### src/rtl/tmr_pkg.sv
package tmr_pkg;

    typedef enum logic {
        MODE_FREE   = 1'b0,
        MODE_RELOAD = 1'b1
    } tmr_mode_e;

    typedef struct packed {
        logic irq;
        logic buzz;
    } tmr_flag_t;

endpackage

### src/rtl/tmr_tick_sel.sv
module tmr_tick_sel #(
    parameter int NSRC  = 2,
    localparam int SEL_W = (NSRC > 1) ? $clog2(NSRC) : 1
) (
    input  logic [NSRC-1:0]  ticks,
    input  logic [SEL_W-1:0] sel,
    output logic             tick
);
    logic [NSRC-1:0] hit;

    // one-hot match of the selector against each source lane
    for (genvar i = 0; i < NSRC; i++) begin : g_lane
        assign hit[i] = ticks[i] & (sel == SEL_W'(i));
    end

    assign tick = |hit;
endmodule

### src/rtl/tmr_core.sv
module tmr_core #(
    parameter int WIDTH = 16
) (
    input  logic                 clk,
    input  logic                 rst_n,
    input  logic                 wr_en,
    input  logic [WIDTH-1:0]     wr_data,
    input  logic                 tick,
    input  tmr_pkg::tmr_mode_e   mode,
    output logic [WIDTH-1:0]     count,
    output logic                 armed,
    output logic                 underflow
);
    localparam logic [WIDTH-1:0] CNT_ONE = {{(WIDTH-1){1'b0}}, 1'b1};
    localparam logic [WIDTH-1:0] CNT_MAX = '1;

    typedef struct packed {
        logic [WIDTH-1:0] cnt;
        logic [WIDTH-1:0] rel;
        logic             armed;
    } core_t;

    core_t s_d, s_q;
    logic  uf_d;

    always_comb begin
        s_d  = s_q;
        uf_d = 1'b0;
        if (wr_en) begin
            s_d.cnt   = wr_data;
            s_d.rel   = wr_data;
            s_d.armed = 1'b0;
        end else if (tick) begin
            if (!s_q.armed) begin
                s_d.armed = 1'b1;
            end else if (s_q.cnt == '0) begin
                uf_d      = 1'b1;
                s_d.cnt   = (mode == tmr_pkg::MODE_RELOAD) ? s_q.rel : CNT_MAX;
            end else begin
                s_d.cnt   = s_q.cnt - CNT_ONE;
            end
        end
    end

    always_ff @(posedge clk) begin
        if (!rst_n) begin
            s_q <= '0;
        end else begin
            s_q <= s_d;
        end
    end

    assign count     = s_q.cnt;
    assign armed     = s_q.armed;
    assign underflow = uf_d;
endmodule

### src/rtl/tmr_flag.sv
module tmr_flag (
    input  logic               clk,
    input  logic               rst_n,
    input  logic               underflow,
    input  tmr_pkg::tmr_mode_e mode,
    input  logic               irq_clr,
    output logic               irq,
    output logic               buzz
);
    tmr_pkg::tmr_flag_t f_d, f_q;

    always_comb begin
        f_d = f_q;
        if (underflow) begin
            f_d.irq = 1'b1;
        end else if (irq_clr) begin
            f_d.irq = 1'b0;
        end
        if (underflow && mode == tmr_pkg::MODE_RELOAD) begin
            f_d.buzz = ~f_q.buzz;
        end
    end

    always_ff @(posedge clk) begin
        if (!rst_n) begin
            f_q <= '0;
        end else begin
            f_q <= f_d;
        end
    end

    assign irq  = f_q.irq;
    assign buzz = f_q.buzz;
endmodule

### src/rtl/slow_down_timer.sv
module slow_down_timer #(
    parameter int WIDTH = 16
) (
    input  logic             clk,
    input  logic             rst_n,
    input  logic             wr_en,
    input  logic [WIDTH-1:0] wr_data,
    input  logic             mode_reload,
    input  logic             src_fast,
    input  logic             tick_slow,
    input  logic             tick_fast,
    input  logic             irq_clr,
    output logic [WIDTH-1:0] count,
    output logic             irq,
    output logic             buzz
);
    localparam int NSRC = 2;

    tmr_pkg::tmr_mode_e mode;
    logic               sel_tick;
    logic               armed;
    logic               underflow;

    assign mode = tmr_pkg::tmr_mode_e'(mode_reload);

    tmr_tick_sel #(.NSRC(NSRC)) sel_i (
        .ticks ({tick_fast, tick_slow}),
        .sel   (src_fast),
        .tick  (sel_tick)
    );

    tmr_core #(.WIDTH(WIDTH)) core_i (
        .clk       (clk),
        .rst_n     (rst_n),
        .wr_en     (wr_en),
        .wr_data   (wr_data),
        .tick      (sel_tick),
        .mode      (mode),
        .count     (count),
        .armed     (armed),
        .underflow (underflow)
    );

    tmr_flag flag_i (
        .clk       (clk),
        .rst_n     (rst_n),
        .underflow (underflow),
        .mode      (mode),
        .irq_clr   (irq_clr),
        .irq       (irq),
        .buzz      (buzz)
    );
endmodule

### config.mk
export PLATFORM = sky130hd
export DESIGN_NAME = slow_down_timer
export DESIGN_NICKNAME = d
export VERILOG_FILES = /design/src/rtl/tmr_pkg.sv /design/src/rtl/tmr_tick_sel.sv /design/src/rtl/tmr_core.sv /design/src/rtl/tmr_flag.sv /design/src/rtl/slow_down_timer.sv
export SDC_FILE = /design/constraint.sdc
export NUM_CORES = 1
export LEC_CHECK = 0
export BUFFER_PORTS_ARGS = -buffer_cell sky130_fd_sc_hd__buf_2
export CAP_MARGIN = 20
export CORE_MARGIN = 2
export CORE_UTILIZATION = 56
export CTS_CLUSTER_DIAMETER = 30
export DETAILED_ROUTE_END_ITERATION = 10
export GPL_TIMING_DRIVEN = 0
export PLACE_DENSITY = 0.85
export SLEW_MARGIN = 20
export SYNTH_ARGS = -nofsm -noshare
export SYNTH_HDL_FRONTEND = slang
export SYNTH_SLANG_ARGS = --single-unit
### constraint.sdc
create_clock -name clk -period 5.3 [get_ports clk]
set_input_delay 0.265 -clock clk [delete_from_list [all_inputs] [get_ports clk]]
set_output_delay 0.265 -clock clk [all_outputs]
set_load 0.05 [all_outputs]
# ---- After elaboration in Yosys (flattened, before gate mapping)
# Index checks and enable logic that the tools add are counted.
# Widths: inputs -> output; s select.
dict set report totals {
  elab_cells 30
  ff_bits 35
  output_inout_bits 18
  in_bits 24
}
dict set report op_classes {
  n_mux 11
  addsub 1
  bitwise_logic 5
  n_reduce_logical 8
}
# cell count
set ops {}
lappend ops {{$mux 16} 5}
lappend ops {{$logic_not 16->1} 1}
lappend ops {{$sub 16x1->16 const B} 1}
lappend ops {{$mux 1} 6}
lappend ops {{$reduce_bool 2->1} 3}
lappend ops {{$reduce_or 2->1} 2}
lappend ops {{$not 1->1} 3}
lappend ops {{$and 1x1->1} 2}
lappend ops {{$reduce_and 2->1} 1}
lappend ops {{$logic_and 1x1->1} 1}

# ---- Depth between registers and ports, before layout
dict set report logic_depth {
  ltp_word 6
  ltp_mapped 7
  depth_no_buf 6
}

# ---- Hierarchy
# A second synthesis with hierarchy kept.
dict set report hier_totals {
  cells_unflattened 249
  hier_area_um2 2194.6
}
# mod cells_each area_each_um2 instances seq_area_each_um2
set modules_own_cells {}
lappend modules_own_cells {tmr_core 240 2102.0 1 660.6}
lappend modules_own_cells {tmr_flag 8 77.6 1 40.0}
lappend modules_own_cells {tmr_tick_sel 1 15.0 1 0.0}

# ---- Least setup slack after synthesis
# OpenSTA, ideal clock, no wires.
dict set report synth_timing {
  path_type {register -> register}
  start {register core_i.s_q (netlist bit core_i.count[0])}
  end {register core_i.s_q (netlist bit core_i.count[3])}
  period_less_slack_ns 1.816
  path_buffers 1
  slack_ns 3.484
  stages_incl_launch_ff 8
  setup_time_ns 0.119
  arrival_time_ns 1.697
  required_time_ns 5.181
  path_cell_list {dfxtp_1 inv_1 ha_1 nor4b_2 nand4_2 or2_0 buf_2 o221a_1}
}
dict set report synth_between {
  elab_chain_len 5
  elab_cells_between_ends 6
  cone_classes {add/sub: 1; mux: 4; reduce/logical: 1}
}
# item line
set synth_lines {}
lappend synth_lines {{start: declaration} tmr_core.sv:23} ;# core_t s_d, s_q;
lappend synth_lines {{start signal: assignment} tmr_core.sv:47} ;# s_q <= '0;
lappend synth_lines {{start signal: assignment} tmr_core.sv:49} ;# s_q <= s_d;
lappend synth_lines {{$sub 16x1->16 or $logic_not 16->1 (tied branches)} {tmr_core.sv:40, tmr_core.sv:36}}
lappend synth_lines {{$mux 16 *} tmr_core.sv:36} ;# end else if (s_q.cnt == '0) begin
lappend synth_lines {{$mux 16 *} tmr_core.sv:34} ;# if (!s_q.armed) begin
lappend synth_lines {{$mux 16 *} tmr_core.sv:33} ;# end else if (tick) begin
lappend synth_lines {{$mux 16 *} tmr_core.sv:29} ;# if (wr_en) begin
# Every way passes the cells marked *; elsewhere a longest branch is shown, timed or not. The select of a mux whose other input is x is not followed.
# A chain may end at the register's enable or synchronous reset.

# ---- Final worst setup path
dict set report layout_timing {
  start {register core_i.s_q (netlist bit core_i.count[1])}
  end {register core_i.s_q (netlist bit core_i.count[4])}
}
# The elaborated chain is that of the path after synthesis.

==> results.ini <==
[synth]
synth.avg_cell_area_um2 = 8.92
synth_mux_area_frac = 0.0797
yosysSeqAreaShare = 0.346
synthFlopType = dfxtp_1
syn_nets = 253
syn_area_um2 = 2030
synth_edf_count = 0
post_synth_xor_area_fraction = 0.0303
synthArstFlopShare = 0
synth_top_family_by_area = compound AO/OA/AOI/OAI gates
yosys_warnings = 0
synth_cell_types = 51
synth_compound_area_frac = 0.226
synth-simple-area-share = 0.208
synthCells = 227
synthAdderAreaFrac = 0.0124
synth_seq_cells = 35

[route]
wirelength_um = 4950
remaining_drc_errors = 0
first_pass_iters = 4
wl_per_cell_um = 15.5
via_per_inst = 5.92
antenna_left = 0
first_iter_violations = 111
routed-via-count = 1895

[power_and_ir_drop]
worst_ir_drop_vdd_v = 0.000180
pwr_density_cell_nw_per_um2 = 264
leakagePower_uw = 0.00103

[clocking]
cts_resized = 0
clockRootBuffer = clkbuf_4
postCtsHoldBufs = 0
clk_pin_slew_ps = 100
cts_buffers = 5
cts.sinks = 35
cts_tree = done
insertion_delay_ps = 340
cts_buffer_depth = 2
post-cts-setup-buffers = 0
htree_num_levels = 2

[cells_and_area]
num_antenna_cells = 0
post-route-cell-area_um2 = 2330
nets = 301
nFillCells = 320
final_util = 0.682
drive_gt1_frac = 0.288
syn_to_final_growth_pct = 15.0

[run_status]
status = complete, no violations

[timing]
finalCriticalPeriod_ps = 2180
setup_viol = 0
fin_crit_sh = 0.412
setup_ws_ps = 3120
fin_skew_ps = 6.28
rsz0062_at_grt = false
slew_violations = 0
fmax_mhz = 458
tns_ps = 0
hold_viol_final = 0
tightest_slew_ps = 702
max-slew-margin-rel = 0.528

[hold_path]
hold_class = in2reg
hp-start = wr_data[14]

[die]
num_rows = 21
ios = 42
coreArea_um2 = 3420
dieWidth_um = 64.1
die_area_um2 = 4110
die_y_um = 64.1
start_util = 0.593

[setup_path]
critical_path_class = reg2reg
slowest_delay_ps = 410
r2r_start = core_i.count[1]
start_kind = flop
critical_path_required_ps = 5540
crit_path_start = core_i.count[1]
critical_path_arrival_ps = 2420
cp_max_fo = 7
path_cells = inv_1, ha_1, nor4b_2, nand4_2, or2_0, buf_2, o221a_1
end_kind = flop
crit_slowest_cell = nor4b_2

[global_routing]
grt_pass1_wl_um = 8400
grt_pass1_vias = 1746
grtUsageTotal = 0.264
grt_max_degree = 11
antenna_found_initial = 0
gr-total-overflow = 0

[place]
numPortBuffers = 41
post-place-ws_ps = 3180
dpl.hpwl_um = 3570
place_congestion = 0.923
dpl_cell_area_um2 = 2290

[flow_run]
drv_cap = 0

[where the power goes]
group	internal, µW	total [µW]	switching [µW]
logic	74.7	184	109
registers	280	302	22.1
clock network	47.1	130	82.6
total	402	615	214
[cells in the mapped netlist, types with 2 or more instances]
library cell / number / area share
o221a_2: 6 / 0.033
o21ai_0: 7 / 0.017
and3_1: 2 / 0.0062
o21a_1: 3 / 0.011
nand4_1: 6 / 0.019
mux2i_1: 15 / 0.074
o32ai_1: 5 / 0.022
clkbuf_1: 10 / 0.019
nor2b_1: 3 / 0.0093
nor4_1: 2 / 0.0062
buf_2: 2 / 0.0049
o221a_1: 6 / 0.033
xor2_1: 3 / 0.013
nand2_1: 14 / 0.026
a21oi_1: 8 / 0.020
nor2_1: 25 / 0.046
inv_1: 6 / 0.011
a2bb2oi_1: 4 / 0.017
buf_4: 16 / 0.059
a31oi_1: 3 / 0.0093
dfxtp_1: 35 / 0.35
ha_1: 2 / 0.012
nor4_4: 2 / 0.021
xnor2_1: 4 / 0.017
nor3_1: 5 / 0.012
a22oi_1: 6 / 0.022
nand4_2: 2 / 0.012
nor3b_1: 2 / 0.0074
[cells in the final DEF, fill, tap and decap left out, drive strengths merged, types with 3 or more instances in the layout]
cell and instances:
clkbuf 16, o221a 12, a2bb2oi 4, nor4 5, o21ai 7, nand4 8
mux2i 15, buf 60, a31oi 3, xnor2 4, nand2 14, nor2 25
a21oi 8, nor3 6, inv 6, o32ai 5, xor2 3, a22oi 6
nor2b 3, dfxtp 35, o21a 3
[per-stage QoR]
step | hold slack (ps) | total power [µW] | cells
floorplan | 412 | 445 | 227
global placement | 452 | 485 | 314
detailed placement | 455 | 489 | 314
CTS | 173 | 616 | 320
global route | 180 | 647 | 320
finish | 177 | 615 | 320
[sequential cells by signal, indices dropped and copies added (netlist names)]
signal        cells
flag_i.irq        1
core_i.count     16
core_i.armed      1
core_i.s_q       16
flag_i.buzz       1
[cell families after synthesis]
group	Yosys count
xor gates and xnor gates	7
and+or+nand+nor	73
muxes	16
DFF	35
AOI/OAI and AO/OA	58
adders and majority gates	2
buffers and inverters	36
[worst max-delay path, delay by kind of cell (launching register included)]
kind                       cells  cell delay [ps]
and+or+nand+nor                3             1010
DFF                            1              390
buffers and inverters          2              280
AOI/OAI and AO/OA              1              240
adders and majority gates      1              170
[worst paths after layout]
path | endpoint | slack (ps) | cells after the start
worst max-delay path | core_i.count[4] | 3120 | 7
worst min-delay path | core_i.s_q[15] | 180 | 3
worst max register to register | core_i.count[4] | 3120 | 7
worst min register to register | core_i.s_q[14] | 470 | 2
[cell type report]
cell class / instances / area (µm²) / share of cell area
inverter: 7 / 26.3 / 0.0113
clock buffer: 6 / 41.3 / 0.0177
tap: 46 / 57.6 / 0.0247
timing repair buffer: 41 / 205 / 0.0881
multi-input combinational: 156 / 1130 / 0.484
buffer: 29 / 171 / 0.0736
sequential: 35 / 701 / 0.301
[layer usage]
metal / part of all wire / wire (µm) / global-route usage
met3: 0.068 / 335 / 0.0528
met5: 0 / 0 / 0
met4: 0.013 / 65 / 0.0957
met2: 0.47 / 2320 / 0.427
met1: 0.45 / 2230 / 0.348
Note: power is estimated with default switching activity, not from simulation.
